File: src/rtl/irq_gateway_pkg.sv
package irq_gateway_pkg;

  // Per-source strobes handed from the decode control to each slice
  typedef struct packed {
    logic claimHit;
    logic completeHit;
  } gw_strobe_t;

endpackage

File: src/rtl/irq_gateway_ctrl.sv
module irq_gateway_ctrl
  import irq_gateway_pkg::*;
#(
  parameter int NumSrc = 32,
  parameter int IdW    = $clog2(NumSrc + 1)
) (
  input  logic                    clk,
  input  logic                    rstN,
  input  logic                    claimStrobe,
  input  logic [IdW-1:0]          claimId,
  input  logic                    completeStrobe,
  input  logic [IdW-1:0]          completeId,
  output gw_strobe_t [NumSrc-1:0] strobes
);

  logic [NumSrc-1:0] claimVec;
  logic [NumSrc-1:0] completeVec;

  // ID k drives slice k-1; ID 0 and IDs above NumSrc match nothing
  for (genvar k = 0; k < NumSrc; k++) begin : g_dec
    assign claimVec[k]    = claimStrobe    && (claimId    == IdW'(k + 1));
    assign completeVec[k] = completeStrobe && (completeId == IdW'(k + 1));
    assign strobes[k].claimHit    = claimVec[k];
    assign strobes[k].completeHit = completeVec[k];
  end

  // a single ID can reach at most one slice
  p_claim_onehot_r8: assert property (@(posedge clk) disable iff (!rstN)
    $onehot0(claimVec));
  p_complete_onehot_r8: assert property (@(posedge clk) disable iff (!rstN)
    $onehot0(completeVec));
  // reserved or out-of-range IDs reach no slice
  p_claim_range_r8: assert property (@(posedge clk) disable iff (!rstN)
    (claimId == '0 || int'(claimId) > NumSrc) |-> (claimVec == '0));
  p_complete_range_r8: assert property (@(posedge clk) disable iff (!rstN)
    (completeId == '0 || int'(completeId) > NumSrc) |-> (completeVec == '0));

endmodule

File: src/rtl/irq_gateway_slice.sv
module irq_gateway_slice
  import irq_gateway_pkg::*;
(
  input  logic       clk,
  input  logic       rstN,
  input  logic       srcBit,
  input  logic       modeBit,
  input  gw_strobe_t strobe,
  output logic       pendingBit
);

  logic prevSample;
  logic inService;
  logic trigger;
  logic armOk;

  // Level mode passes the input through; edge mode needs a low-to-high step
  assign trigger = modeBit ? (srcBit & ~prevSample) : srcBit;
  assign armOk   = trigger & ~inService & ~strobe.claimHit;

  always_ff @(posedge clk or negedge rstN) begin
    if (!rstN) begin
      prevSample <= 1'b0;
      pendingBit <= 1'b0;
      inService  <= 1'b0;
    end else begin
      prevSample <= srcBit;
      if (strobe.claimHit)  pendingBit <= 1'b0;
      else if (armOk)       pendingBit <= 1'b1;
      if (strobe.claimHit)         inService <= 1'b1;
      else if (strobe.completeHit) inService <= 1'b0;
    end
  end

  p_level_set_r1: assert property (@(posedge clk) disable iff (!rstN)
    (!modeBit && srcBit && !inService && !strobe.claimHit) |=> pendingBit);
  p_edge_set_r2: assert property (@(posedge clk) disable iff (!rstN)
    (modeBit && srcBit && !prevSample && !inService && !strobe.claimHit) |=> pendingBit);
  p_claim_block_r3: assert property (@(posedge clk) disable iff (!rstN)
    strobe.claimHit |=> inService);
  p_hold_r4: assert property (@(posedge clk) disable iff (!rstN)
    (pendingBit && !strobe.claimHit) |=> pendingBit);
  p_claim_clear_r5: assert property (@(posedge clk) disable iff (!rstN)
    strobe.claimHit |=> !pendingBit);
  p_lockout_r6: assert property (@(posedge clk) disable iff (!rstN)
    (inService && !pendingBit) |=> !pendingBit);
  p_complete_r7: assert property (@(posedge clk) disable iff (!rstN)
    (strobe.completeHit && !strobe.claimHit) |=> !inService);
  p_track_r10: assert property (@(posedge clk) disable iff (!rstN)
    1'b1 |=> (prevSample == $past(srcBit)));

endmodule

File: src/rtl/irq_gateway_datapath.sv
module irq_gateway_datapath
  import irq_gateway_pkg::*;
#(
  parameter int NumSrc = 32
) (
  input  logic                    clk,
  input  logic                    rstN,
  input  logic       [NumSrc-1:0] srcIn,
  input  logic       [NumSrc-1:0] edgeMode,
  input  gw_strobe_t [NumSrc-1:0] strobes,
  output logic       [NumSrc-1:0] pendingOut
);

  for (genvar k = 0; k < NumSrc; k++) begin : g_slice
    irq_gateway_slice u_slice (
      .clk        (clk),
      .rstN       (rstN),
      .srcBit     (srcIn[k]),
      .modeBit    (edgeMode[k]),
      .strobe     (strobes[k]),
      .pendingBit (pendingOut[k])
    );
  end

endmodule

File: src/rtl/irq_gateway.sv
module irq_gateway
  import irq_gateway_pkg::*;
#(
  parameter int NumSrc = 32,
  parameter int IdW    = $clog2(NumSrc + 1)
) (
  input  logic              clk,
  input  logic              rstN,
  input  logic [NumSrc-1:0] srcIn,
  input  logic [NumSrc-1:0] edgeMode,
  input  logic              claimStrobe,
  input  logic [IdW-1:0]    claimId,
  input  logic              completeStrobe,
  input  logic [IdW-1:0]    completeId,
  output logic [NumSrc-1:0] pendingOut
);

  gw_strobe_t [NumSrc-1:0] strobes;

  irq_gateway_ctrl #(.NumSrc(NumSrc), .IdW(IdW)) u_ctrl (
    .clk            (clk),
    .rstN           (rstN),
    .claimStrobe    (claimStrobe),
    .claimId        (claimId),
    .completeStrobe (completeStrobe),
    .completeId     (completeId),
    .strobes        (strobes)
  );

  irq_gateway_datapath #(.NumSrc(NumSrc)) u_dp (
    .clk        (clk),
    .rstN       (rstN),
    .srcIn      (srcIn),
    .edgeMode   (edgeMode),
    .strobes    (strobes),
    .pendingOut (pendingOut)
  );

  // nothing pends in the cycle after reset is released
  p_reset_clear_r9: assert property (@(posedge clk) disable iff (!rstN)
    !$past(rstN) |-> (pendingOut == '0));

endmodule

File: config.mk
export PLATFORM = sky130hd
export DESIGN_NAME = irq_gateway
export DESIGN_NICKNAME = d
export VERILOG_FILES = /design/src/rtl/irq_gateway_pkg.sv /design/src/rtl/irq_gateway_ctrl.sv /design/src/rtl/irq_gateway_slice.sv /design/src/rtl/irq_gateway_datapath.sv /design/src/rtl/irq_gateway.sv
export SDC_FILE = /design/constraint.sdc
export NUM_CORES = 1
export LEC_CHECK = 0
export BUFFER_PORTS_ARGS = -buffer_cell sky130_fd_sc_hd__buf_2
export CAP_MARGIN = 20
export CELL_PAD_IN_SITES_DETAIL_PLACEMENT = 0
export CELL_PAD_IN_SITES_GLOBAL_PLACEMENT = 1
export CORE_ASPECT_RATIO = 0.9
export CORE_MARGIN = 2
export CORE_UTILIZATION = 36
export CTS_CLUSTER_DIAMETER = 200
export DETAILED_ROUTE_END_ITERATION = 10
export PLACE_DENSITY_LB_ADDON = 0.05
export SYNTH_ARGS = -nofsm -noshare
export SYNTH_HDL_FRONTEND = slang
export SYNTH_SLANG_ARGS = --single-unit
File: constraint.sdc
create_clock -name clk -period 0.8 [get_ports clk]
set_input_delay 0.16 -clock clk [delete_from_list [all_inputs] [get_ports clk]]
set_output_delay 0.16 -clock clk [all_outputs]
set_load 0.02 [all_outputs]
* Word-level counts from Yosys, hierarchy flattened
Index checks and enable logic that the tools add are counted.
** Word-level totals
- Bits in registers :: 96
- Output and inout port bits :: 32
- Logic and storage cells :: 640
** Cells by class
- Eq/ne operators :: 64
- Bitwise operators :: 192
- Reduce and logical (&&, ||, !) cells :: 128
- Mux-type cells :: 160
** Operators with widths (number)
- equality test 6 x 5 -> 1 bit, second input constant :: 32
- two-way mux 1 bit :: 160
- nonzero test 2 bit :: 64
- AND 1 bit :: 96
- equality test 6 x 4 -> 1 bit, second input constant :: 16
- NOT 1 bit :: 96
- logical AND 1 bit :: 64
- equality test 6 x 3 -> 1 bit, second input constant :: 8
- equality test 6 x 2 -> 1 bit, second input constant :: 4
- equality test 6 x 1 -> 1 bit, second input constant :: 2
- equality test 6 bit, second input constant :: 2

* Depth between registers and ports, before layout
Gate-level depths: netlist (run 1).
- Depth in word-level cells :: 7
- Mapped depth :: 5

* Cells and area by module
From an unflattened synthesis (run 1), not the netlist that was laid out.
** Second synthesis, totals
- Cell total of the unflattened synthesis :: 360
- Area total of the unflattened synthesis :: 3866.2 µm²
** By module, submodules not included
- irq_gateway_slice :: times used 32, seq. area each 75.1 µm², cells an instance 8, area an instance 100.1 µm²
- irq_gateway_ctrl :: times used 1, seq. area each 0.0 µm², cells an instance 104, area an instance 663.1 µm²

* Worst setup path before layout (run 1)
No wires, ideal clock.
- Path type :: input to register
- Start point :: input completeId[5]
- End point :: register u_dp.g_slice[2].u_slice.inService
- Stages on the path :: 5
- Library setup time :: 132 ps
- Slack :: -378 ps
- Required time :: 668 ps
- Arrival :: 1046 ps
- Cells stage by stage :: or3b_1 -> buf_6 -> buf_6 -> o41ai_2 -> o21ai_1
** On the way
- Cells in the longest elaborated chain, start to end :: 3
** Ends and longest elaborated chain
- from (decl) :: line irq_gateway.sv:14 : input logic [IdW-1:0] completeId,
- equality test 6 x 2 -> 1 bit :: line irq_gateway_ctrl.sv:22 : assign completeVec[k] = completeStrobe && (completeId == IdW'(k + 1));
- logical AND 1 bit :: line irq_gateway_ctrl.sv:22
- nonzero test 2 bit (no line)
- to (signal assigned) :: line irq_gateway_slice.sv:25 : inService <= 1'b0;
- to (signal assigned) :: line irq_gateway_slice.sv:30 : if (strobe.claimHit) inService <= 1'b1;
- to (signal assigned) :: line irq_gateway_slice.sv:31 : else if (strobe.completeHit) inService <= 1'b0;
- to (decl) :: line irq_gateway_slice.sv:13 : logic inService;
No other way between the ends.
A chain may end at the register's enable or synchronous reset.

* Worst setup path in the final report (run 1)
- Start point :: register u_dp.g_slice[0].u_slice.pendingBit
- End point :: output pendingOut[0]
** RTL lines
- from (decl) :: line irq_gateway_slice.sv:9 : output logic pendingBit
- from (signal assigned) :: line irq_gateway_slice.sv:24 : pendingBit <= 1'b0;
- from (signal assigned) :: line irq_gateway_slice.sv:28 : if (strobe.claimHit) pendingBit <= 1'b0;
- from (signal assigned) :: line irq_gateway_slice.sv:29 : else if (armOk) pendingBit <= 1'b1;
- to (decl) :: line irq_gateway.sv:15 : output logic [NumSrc-1:0] pendingOut
No word-level cell between the ends.

==> impl_metrics.ini, run 1 <==
[power]
ir_drop_mv = 1.160
p_int_mw = 10.08
powerDensity_nw_per_um2 = 2083
p_sw_frac = 0.2435
leakage_nw = 2.812
fin_total_pwr_mw = 13.33
power.share.clock = 0.397
net-switching-power_mw = 3.246
seqPwrFrac = 0.426
combPwrFrac = 0.178

[die]
die_w_um = 115.0
die_y_um = 103.9
std_cell_rows = 36
io-pin-count = 112
die_area_sq_um = 11940
core-area_sq_um = 10810
initial_core_util = 0.3690

[cts]
cts_tree = yes
cts_buffers = 9
clk_pin_slew_ns = 0.07
clock-sinks = 96
ctsLongestPathBuffers = 2
root_buffer = clkbuf_16
clkLatencyLatePin_ns = 0.34
cts.htree.levels = 3

[timing]
fmax_ghz = 0.9590
fin_ws_ns = -0.2428
rsz0062_at_grt = true
setup_viol = 61
period_needed_ns = 1.043
timing.final.crit_share = 1.303
skew_ns = 0.006450
maxSlewHeadroom = 0.7749
hold_viol_final = 0
slew_viol_final = 0
worst_slew_pin_slew_ns = 0.3364

[setup_path]
cp_data_arrival_time_ns = 0.88
crit_type = reg2out
cp.required_ns = 0.64
end_kind = primary output
start_kind = flip-flop
slowest_delay_ns = 0.40
critPathBufInv = 1
slowest_stage = dfrtp_1
rr_worst_depth = 3
path_cells = buf_6
critPathTopFamily = flip-flops
critPathMaxFanout = 2
cp_num_cells = 1

[synth]
ys_seq_elements = 96
synth_compound_gate_area_share = 0.2045
yosys_warnings = 0
synth_fa_ha_area_frac = 0
syn-num-nets = 437
post_synth_inst_count = 357
synth-async-reset-ratio = 1.000
synth_mux_area_frac = 0
syn_area_sq_um = 3989
synth_xor_area_frac = 0
synth_top_family_by_area = compound AO/OA/AOI/OAI gates
synth-simple-area-share = 0.08344
synth-edff-count = 0
yosys_most_used_dff = dfrtp_1
avgSynthCellArea_sq_um = 11.17
ys_seq_area_frac = 0.6023
synth.distinct_cells = 34

[finish]
final_common_cell = dfrtp_1
utilization = 0.5920
drive_gt1_frac = 0.4972
final_cells = 666
layout_common_cells = dfrtp_1 (96), buf_2 (67), buf_6 (53)
area_growth_pct = 60.45
antenna_cells = 0
layout.nets = 608
n_fill_cell = 949

[route]
drt_wl_total_mm = 11.20
drt_first_pass_iters = 4
vias = 3328
ant_nets = 0
drc = 0
drt_iter0_markers = 92
wl_per_cell_um = 16.82
viasPerCell = 4.997

[global_routing]
antenna_found_initial = 0
grt_max_degree = 39
grt_pass1_vias = 3482
globalRouteTotalUtil = 0.1964
overflow = 0
grt_pass1_wl_mm = 18.10

[hold_path]
worstHoldPathType = in2reg
min_path_cells = 3

[run_status]
status = finished with violations
failed_checks = negative setup slack

[run]
maxCapViolCount = 0

[place]
gp_congestion = 0.7464
dp_hpwl_mm = 7.535
place_ws_ns = -0.5845
port_buffers = 111
dp_cells = 587
## final timing paths
path                                                            startpoint                                               to  slack (ns)
min in group asynchronous                                             rstN  u_dp.g_slice[10].u_slice.pendingBit$_DFFE_PN0P_        0.19
max in group asynchronous                                             rstN  u_dp.g_slice[15].u_slice.pendingBit$_DFFE_PN0P_        0.19
min reg2reg                  u_dp.g_slice[6].u_slice.inService$_DFFE_PN0P_    u_dp.g_slice[6].u_slice.inService$_DFFE_PN0P_        0.51
max                         u_dp.g_slice[0].u_slice.pendingBit$_DFFE_PN0P_                                    pendingOut[0]       -0.24
min                                                           edgeMode[26]  u_dp.g_slice[26].u_slice.pendingBit$_DFFE_PN0P_        0.14
max reg2reg                u_dp.g_slice[24].u_slice.pendingBit$_DFFE_PN0P_  u_dp.g_slice[24].u_slice.pendingBit$_DFFE_PN0P_       -0.08
## what timing repair did
item,CTS,global route
hold buffers,33,0
gates cloned,1,0
pin swaps,42,39
setup endpoints to repair,83,90
buffers inserted,22,16
resized for setup,109,65
hold endpoints to repair,128,0
## area by class of cell
| type | count | area (sq um) | area share |
|---|---|---|---|
| Sequential cell | 96 | 2402 | 0.3754 |
| Timing Repair Buffer | 207 | 1738 | 0.2716 |
| Multi-Input combinational cell | 182 | 1604 | 0.2506 |
| Clock buffer | 10 | 239.0 | 0.03734 |
| Tap cell | 133 | 166.4 | 0.02600 |
| Clock inverter | 6 | 130.1 | 0.02033 |
| Inverter | 32 | 120.1 | 0.01877 |
## stage by stage
| stage | instance area [sq um] | hold slack, ns | TNS [ns] |
|---|---|---|---|
| finish | 6400 | 0.1378 | -8.526 |
| global placement | 4797 | 0.005061 | -21.85 |
| floorplan | 4200 | -0.1356 | -8.815 |
| CTS | 6070 | 0.1306 | -8.771 |
| detailed placement | 4797 | 0.003806 | -22.49 |
| global route | 6400 | 0.1444 | -10.49 |
## flip-flops by register name, summed over array words and instances, names as in the netlist
register / cells
u_dp.g_slice.u_slice.prevSample: 32
u_dp.g_slice.u_slice.inService: 32
u_dp.g_slice.u_slice.pendingBit: 32
## cells in the mapped netlist (5+ instances only)
library cell | n | area (sq um)
o31ai_1 | 6 | 45.04
nand4b_1 | 5 | 43.79
a31oi_1 | 15 | 93.84
o22a_1 | 19 | 166.4
o41ai_1 | 7 | 61.31
buf_4 | 32 | 240.2
a21oi_1 | 9 | 45.04
inv_1 | 32 | 120.1
o21ai_0 | 34 | 170.2
clkbuf_1 | 8 | 30.03
nand2_1 | 22 | 82.58
nor3_1 | 5 | 25.02
a211oi_1 | 20 | 150.1
nand2b_1 | 7 | 43.79
o21ai_1 | 7 | 35.03
dfrtp_1 | 96 | 2402
## power groups by stage
stage / sequential, mW / clock (mW) / combinational [mW]
after global placement: 5.68 / 0 / 1.60
after CTS: 5.66 / 5.38 / 2.08
after floorplan: 5.57 / 0 / 0.976
final: 5.68 / 5.29 / 2.37
after detailed placement: 5.68 / 0 / 1.64
after global routing: 5.73 / 5.61 / 2.59
## per-layer routing
metal  part of all wire  routed length, um  track usage
met5                  0                  0            0
met4              0.011                125      0.05594
met3              0.040                444      0.04837
met2               0.47               5235       0.3008
met1               0.48               5397       0.2772
## cell families (layout without fill, tap and decap cells)
family                 Yosys count  in the layout
buffers and inverters           79            255
AOI/OAI and AO/OA              123            123
and+or+nand+nor                 59             59
DFF                             96             96
(Power assumes the default switching activity.)
==> run 2: changes to the inputs <==
Settings changed: MAX_ROUTING_LAYER set to met4.
==> impl_metrics.ini, run 2 (same netlist as run 1, synthesis figures left out) <==
[run_status]
status = finished with violations
failed_checks = negative setup slack

[place]
gp_congestion = 0.7559
dp_cells = 587
port_buffers = 111
dp_hpwl_mm = 7.535

[global_routing]
grt_pass1_wl_mm = 18.12
antenna_found_initial = 0
met2_usage = 0.3021
gr-usage-met3 = 0.04837
top_usage_layer = met2
overflow = 0
grt_pass1_vias = 3476
globalRouteTotalUtil = 0.2025
grt_max_degree = 39
grt_util_met1 = 0.2776

[power]
powerDensity_nw_per_um2 = 2084
leakage_nw = 2.812
ir_drop_mv = 1.162
fin_total_pwr_mw = 13.34

[finish]
final_common_cell = dfrtp_1
antenna_cells = 0
utilization = 0.5920
final_cells = 666
n_fill_cell = 949
drive_gt1_frac = 0.4972
layout.nets = 608
layout_common_cells = dfrtp_1 (96), buf_2 (67), buf_6 (53)
reg.largest.list = u_dp.g_slice.u_slice.inService x32, u_dp.g_slice.u_slice.pendingBit x32, u_dp.g_slice.u_slice.prevSample x32
area_growth_pct = 60.45

[die]
core-area_sq_um = 10810
initial_core_util = 0.3690
io-pin-count = 112
die_w_um = 115.0
die_y_um = 103.9
die_area_sq_um = 11940
std_cell_rows = 36

[timing]
finalSetupTns_ns = -8.529
fmax_ghz = 0.9584
skew_ns = 0.007412
timing.final.crit_share = 1.304
fin_ws_ns = -0.2434
hold_viol_final = 0
setup_viol = 61
rsz0062_at_grt = true
period_needed_ns = 1.043
maxSlewHeadroom = 0.7762
slew_viol_final = 0
worst_slew_pin_slew_ns = 0.3346

[setup_path]
slowest_stage = dfrtp_1
critPathMaxFanout = 2
end_kind = primary output
crit_end = pendingOut[5]
regToRegEndpoint = u_dp.g_slice[24].u_slice.pendingBit$_DFFE_PN0P_
critPathBufInv = 1
rr_worst_depth = 3
critPathTopFamily = flip-flops
cp.required_ns = 0.64
crit_type = reg2out
slowest_delay_ns = 0.40
cp_data_arrival_time_ns = 0.88
path_cells = buf_6
reg2reg_slack_ns = -0.09
cp_num_cells = 1
regToRegStartpoint = u_dp.g_slice[24].u_slice.pendingBit$_DFFE_PN0P_
start_kind = flip-flop
cp-startpoint = u_dp.g_slice[5].u_slice.pendingBit$_DFFE_PN0P_

[route]
vias = 3349
drt_first_pass_iters = 4
viasPerCell = 5.029
drt_iter0_markers = 105
drc = 0
ant_nets = 0
wl_per_cell_um = 16.83
drt_wl_total_mm = 11.21

[run]
maxCapViolCount = 0

[cts]
clk_pin_slew_ns = 0.07
cts.htree.levels = 3
root_buffer = clkbuf_16
clock-sinks = 96
cts_tree = yes
ctsLongestPathBuffers = 2
clkLatencyLatePin_ns = 0.35
cts_buffers = 9

[hold_path]
worstHoldPathType = in2reg
-- run 2: cell counts in the layout (fill, tap and decap cells not counted) --
No cell type changed its count.
-- run 2: area by class of cell --
class	instances	area (sq um)	share of cell area
multi-input cells	182	1604	0.2506
repair buffers	207	1738	0.2716
clock buffers	10	239.0	0.03734
flip-flops and latches	96	2402	0.3754
inverters	32	120.1	0.01877
clock inverters	6	130.1	0.02033
well taps	133	166.4	0.02600
-- run 2: per-stage QoR --
| stage | instance area [sq um] | hold slack [ns] | setup slack, ns |
|---|---|---|---|
| 3_3_place_gp | 4797 | 0.005061 | -0.5382 |
| 3_5_place_dp | 4797 | 0.003806 | -0.5845 |
| 2_1_floorplan | 4200 | -0.1356 | -0.3781 |
| 4_1_cts | 6070 | 0.1306 | -0.2568 |
| 5_1_grt | 6400 | 0.1444 | -0.2668 |
| 6_report | 6400 | 0.1348 | -0.2434 |
-- run 2: power breakdown --
group	internal [mW]	switching, mW
Sequential	5.33	0.349
Combinational	1.31	1.06
Clock	3.45	1.85
-- run 2: worst reg2reg max path: stages (launching register included) --
cell	delay [ns]
dfrtp_1	0.39
buf_4	0.13
buf_4	0.12
o22a_1	0.14
-- run 2: metal layers --
metal  wire length, um  share of wire
met5                 0              0
met2              5231           0.47
met1              5365           0.48
met3               485          0.043
met4               125          0.011
-- run 2: how the worst min path moves through the flow --
stage	end	slack [ns]	start	depth (start not counted)
after floorplan	u_dp.g_slice[0].u_slice.inService$_DFFE_PN0P_	-0.14	rstN	0
after global placement	u_dp.g_slice[9].u_slice.prevSample$_DFF_PN0_	0.005	rstN	1
after detailed placement	u_dp.g_slice[9].u_slice.prevSample$_DFF_PN0_	0.004	rstN	1
after CTS	u_dp.g_slice[0].u_slice.pendingBit$_DFFE_PN0P_	0.13	edgeMode[0]	3
after global routing	u_dp.g_slice[26].u_slice.pendingBit$_DFFE_PN0P_	0.14	edgeMode[26]	3
final	u_dp.g_slice[26].u_slice.pendingBit$_DFFE_PN0P_	0.13	edgeMode[26]	3
-- run 2: what timing repair did --
action / CTS / global route
pin swaps: 42 / 39
buffers inserted: 22 / 16
resized for setup: 109 / 65
cloned: 1 / 0
hold buffers: 33 / 0
hold endpoints to repair: 128 / 0
endpoints found under the setup margin: 83 / 90
==> run 3: changes to the inputs <==
Settings changed: CORE_UTILIZATION 36 to 37, CTS_BUF_LIST set to sky130_fd_sc_hd__clkbuf_8, SKIP_LAST_GASP set to 1.
==> impl_metrics.ini, run 3 (same netlist as run 1, synthesis figures left out) <==
[die]
std_cell_rows = 35
core-area_sq_um = 10380
initial_core_util = 0.3843
io-pin-count = 112
die_y_um = 102.5
die_w_um = 113.4
die_area_sq_um = 11630

[route]
vias = 3285
drt_iter0_markers = 144
drc = 0
ant_nets = 0
viasPerCell = 5.038
wl_per_cell_um = 16.92
drt_first_pass_iters = 4
drt_wl_total_mm = 11.03

[setup_path]
critPathMaxFanout = 2
cp_data_arrival_time_ns = 0.91
critPathTopFamily = flip-flops
cp.required_ns = 0.64
slowest_stage = dfrtp_1
slowest_delay_ns = 0.41
critPathBufInv = 1
start_kind = flip-flop
path_cells = buf_6
end_kind = primary output
crit_type = reg2out

[timing]
slew_viol_final = 0
rsz0062_at_grt = true
skew_ns = 0.009499
maxSlewHeadroom = 0.7885
holdWs_ns = 0.01128
timing.final.crit_share = 1.337
period_needed_ns = 1.069
setup_viol = 52
fin_ws_ns = -0.2693
fmax_ghz = 0.9352
hold_viol_final = 0
worst_slew_pin_slew_ns = 0.3161
finalSetupTns_ns = -9.147

[cts]
clock-sinks = 96
cts_buffers = 9
clk_pin_slew_ns = 0.09
ctsLongestPathBuffers = 2
root_buffer = clkbuf_8
cts.htree.levels = 3
cts_tree = yes
clkLatencyLatePin_ns = 0.37

[place]
place_ws_ns = -0.5630
port_buffers = 111
gp_congestion = 0.7738
dp_hpwl_mm = 7.433

[global_routing]
antenna_found_initial = 0
overflow = 0
grt_pass1_vias = 3445
grt_pass1_wl_mm = 17.61
globalRouteTotalUtil = 0.2060
grt_max_degree = 40

[finish]
area_growth_pct = 49.72
layout.nets = 600
reg.largest.list = u_dp.g_slice.u_slice.inService x32, u_dp.g_slice.u_slice.pendingBit x32, u_dp.g_slice.u_slice.prevSample x32
n_fill_cell = 933
antenna_cells = 0
utilization = 0.5754
layout_common_cells = dfrtp_1 (95), buf_2 (71), buf_6 (47)
drive_gt1_frac = 0.4627
final_common_cell = dfrtp_1

[hold_path]
worstHoldPathType = in2reg

[power]
ir_drop_mv = 1.124
leakage_nw = 2.632
powerDensity_nw_per_um2 = 1765

[run_status]
failed_checks = negative setup slack
status = finished with violations

[run]
maxCapViolCount = 0
-- run 3: final timing paths --
| check | start | end | slack, ns | depth (start not counted) |
|---|---|---|---|---|
| worst min register to register | u_dp.g_slice[22].u_slice.inService$_DFFE_PN0P_ | u_dp.g_slice[22].u_slice.inService$_DFFE_PN0P_ | 0.51 | 2 |
| min in group asynchronous | rstN | u_dp.g_slice[9].u_slice.prevSample$_DFF_PN0_ | 0.18 | 2 |
| max in group asynchronous | rstN | u_dp.g_slice[0].u_slice.inService$_DFFE_PN0P_ | 0.19 | 3 |
| worst max-delay path | u_dp.g_slice[6].u_slice.pendingBit$_DFFE_PN0P_ | pendingOut[6] | -0.27 | 1 |
| worst max register to register | u_dp.g_slice[0].u_slice.inService$_DFFE_PN0P_ | u_dp.g_slice[0].u_slice.inService$_DFFE_PN0P_ | -0.06 | 3 |
| worst min-delay path | srcIn[26] | u_dp.g_slice[26].u_slice.prevSample$_DFF_PN0_ | 0.01 | 1 |
-- run 3: timing repair --
item,4_1_cts,5_1_grt
cloned,1,0
hold endpoints to repair,128,0
setup endpoints to repair,73,82
hold buffers,33,0
setup buffers,18,13
pin swaps,44,25
resized for setup,109,32
-- run 3: final cells by class --
type	instances	area (sq um)	share of cell area
Sequential cell	96	2404	0.4025
Inverter	32	120.1	0.02011
Multi-Input combinational cell	182	1493	0.2499
Clock buffer	10	137.6	0.02305
Clock inverter	4	16.27	0.002724
Tap cell	129	161.4	0.02703
Timing Repair Buffer	199	1640	0.2747
-- run 3: stage by stage --
step | cells | instance area [sq um] | power [mW]
after global routing | 652 | 5972 | 11.11
after floorplan | 357 | 4200 | 6.550
final | 652 | 5972 | 10.54
after CTS | 648 | 5809 | 10.49
after global placement | 583 | 4792 | 7.288
after detailed placement | 583 | 4792 | 7.312
-- run 3: power by group --
group / switching (mW) / leakage (nW) / internal, mW
Sequential: 0.357 / 1.06 / 5.32
Clock: 1.55 / 0.0918 / 1.14
Combinational: 0.981 / 1.48 / 1.18
Total: 2.89 / 2.63 / 7.65
-- run 3: per-layer routing --
| layer | vias to the layer above | GRT usage | routed length, um |
|---|---|---|---|
| met4 | 0 | 0.05347 | 125 |
| met1 | 1618 | 0.2763 | 5181 |
| met5 | - | - | 0 |
| li1 | 1586 | - | - |
| met2 | 70 | 0.3146 | 5216 |
| met3 | 11 | 0.05467 | 506 |
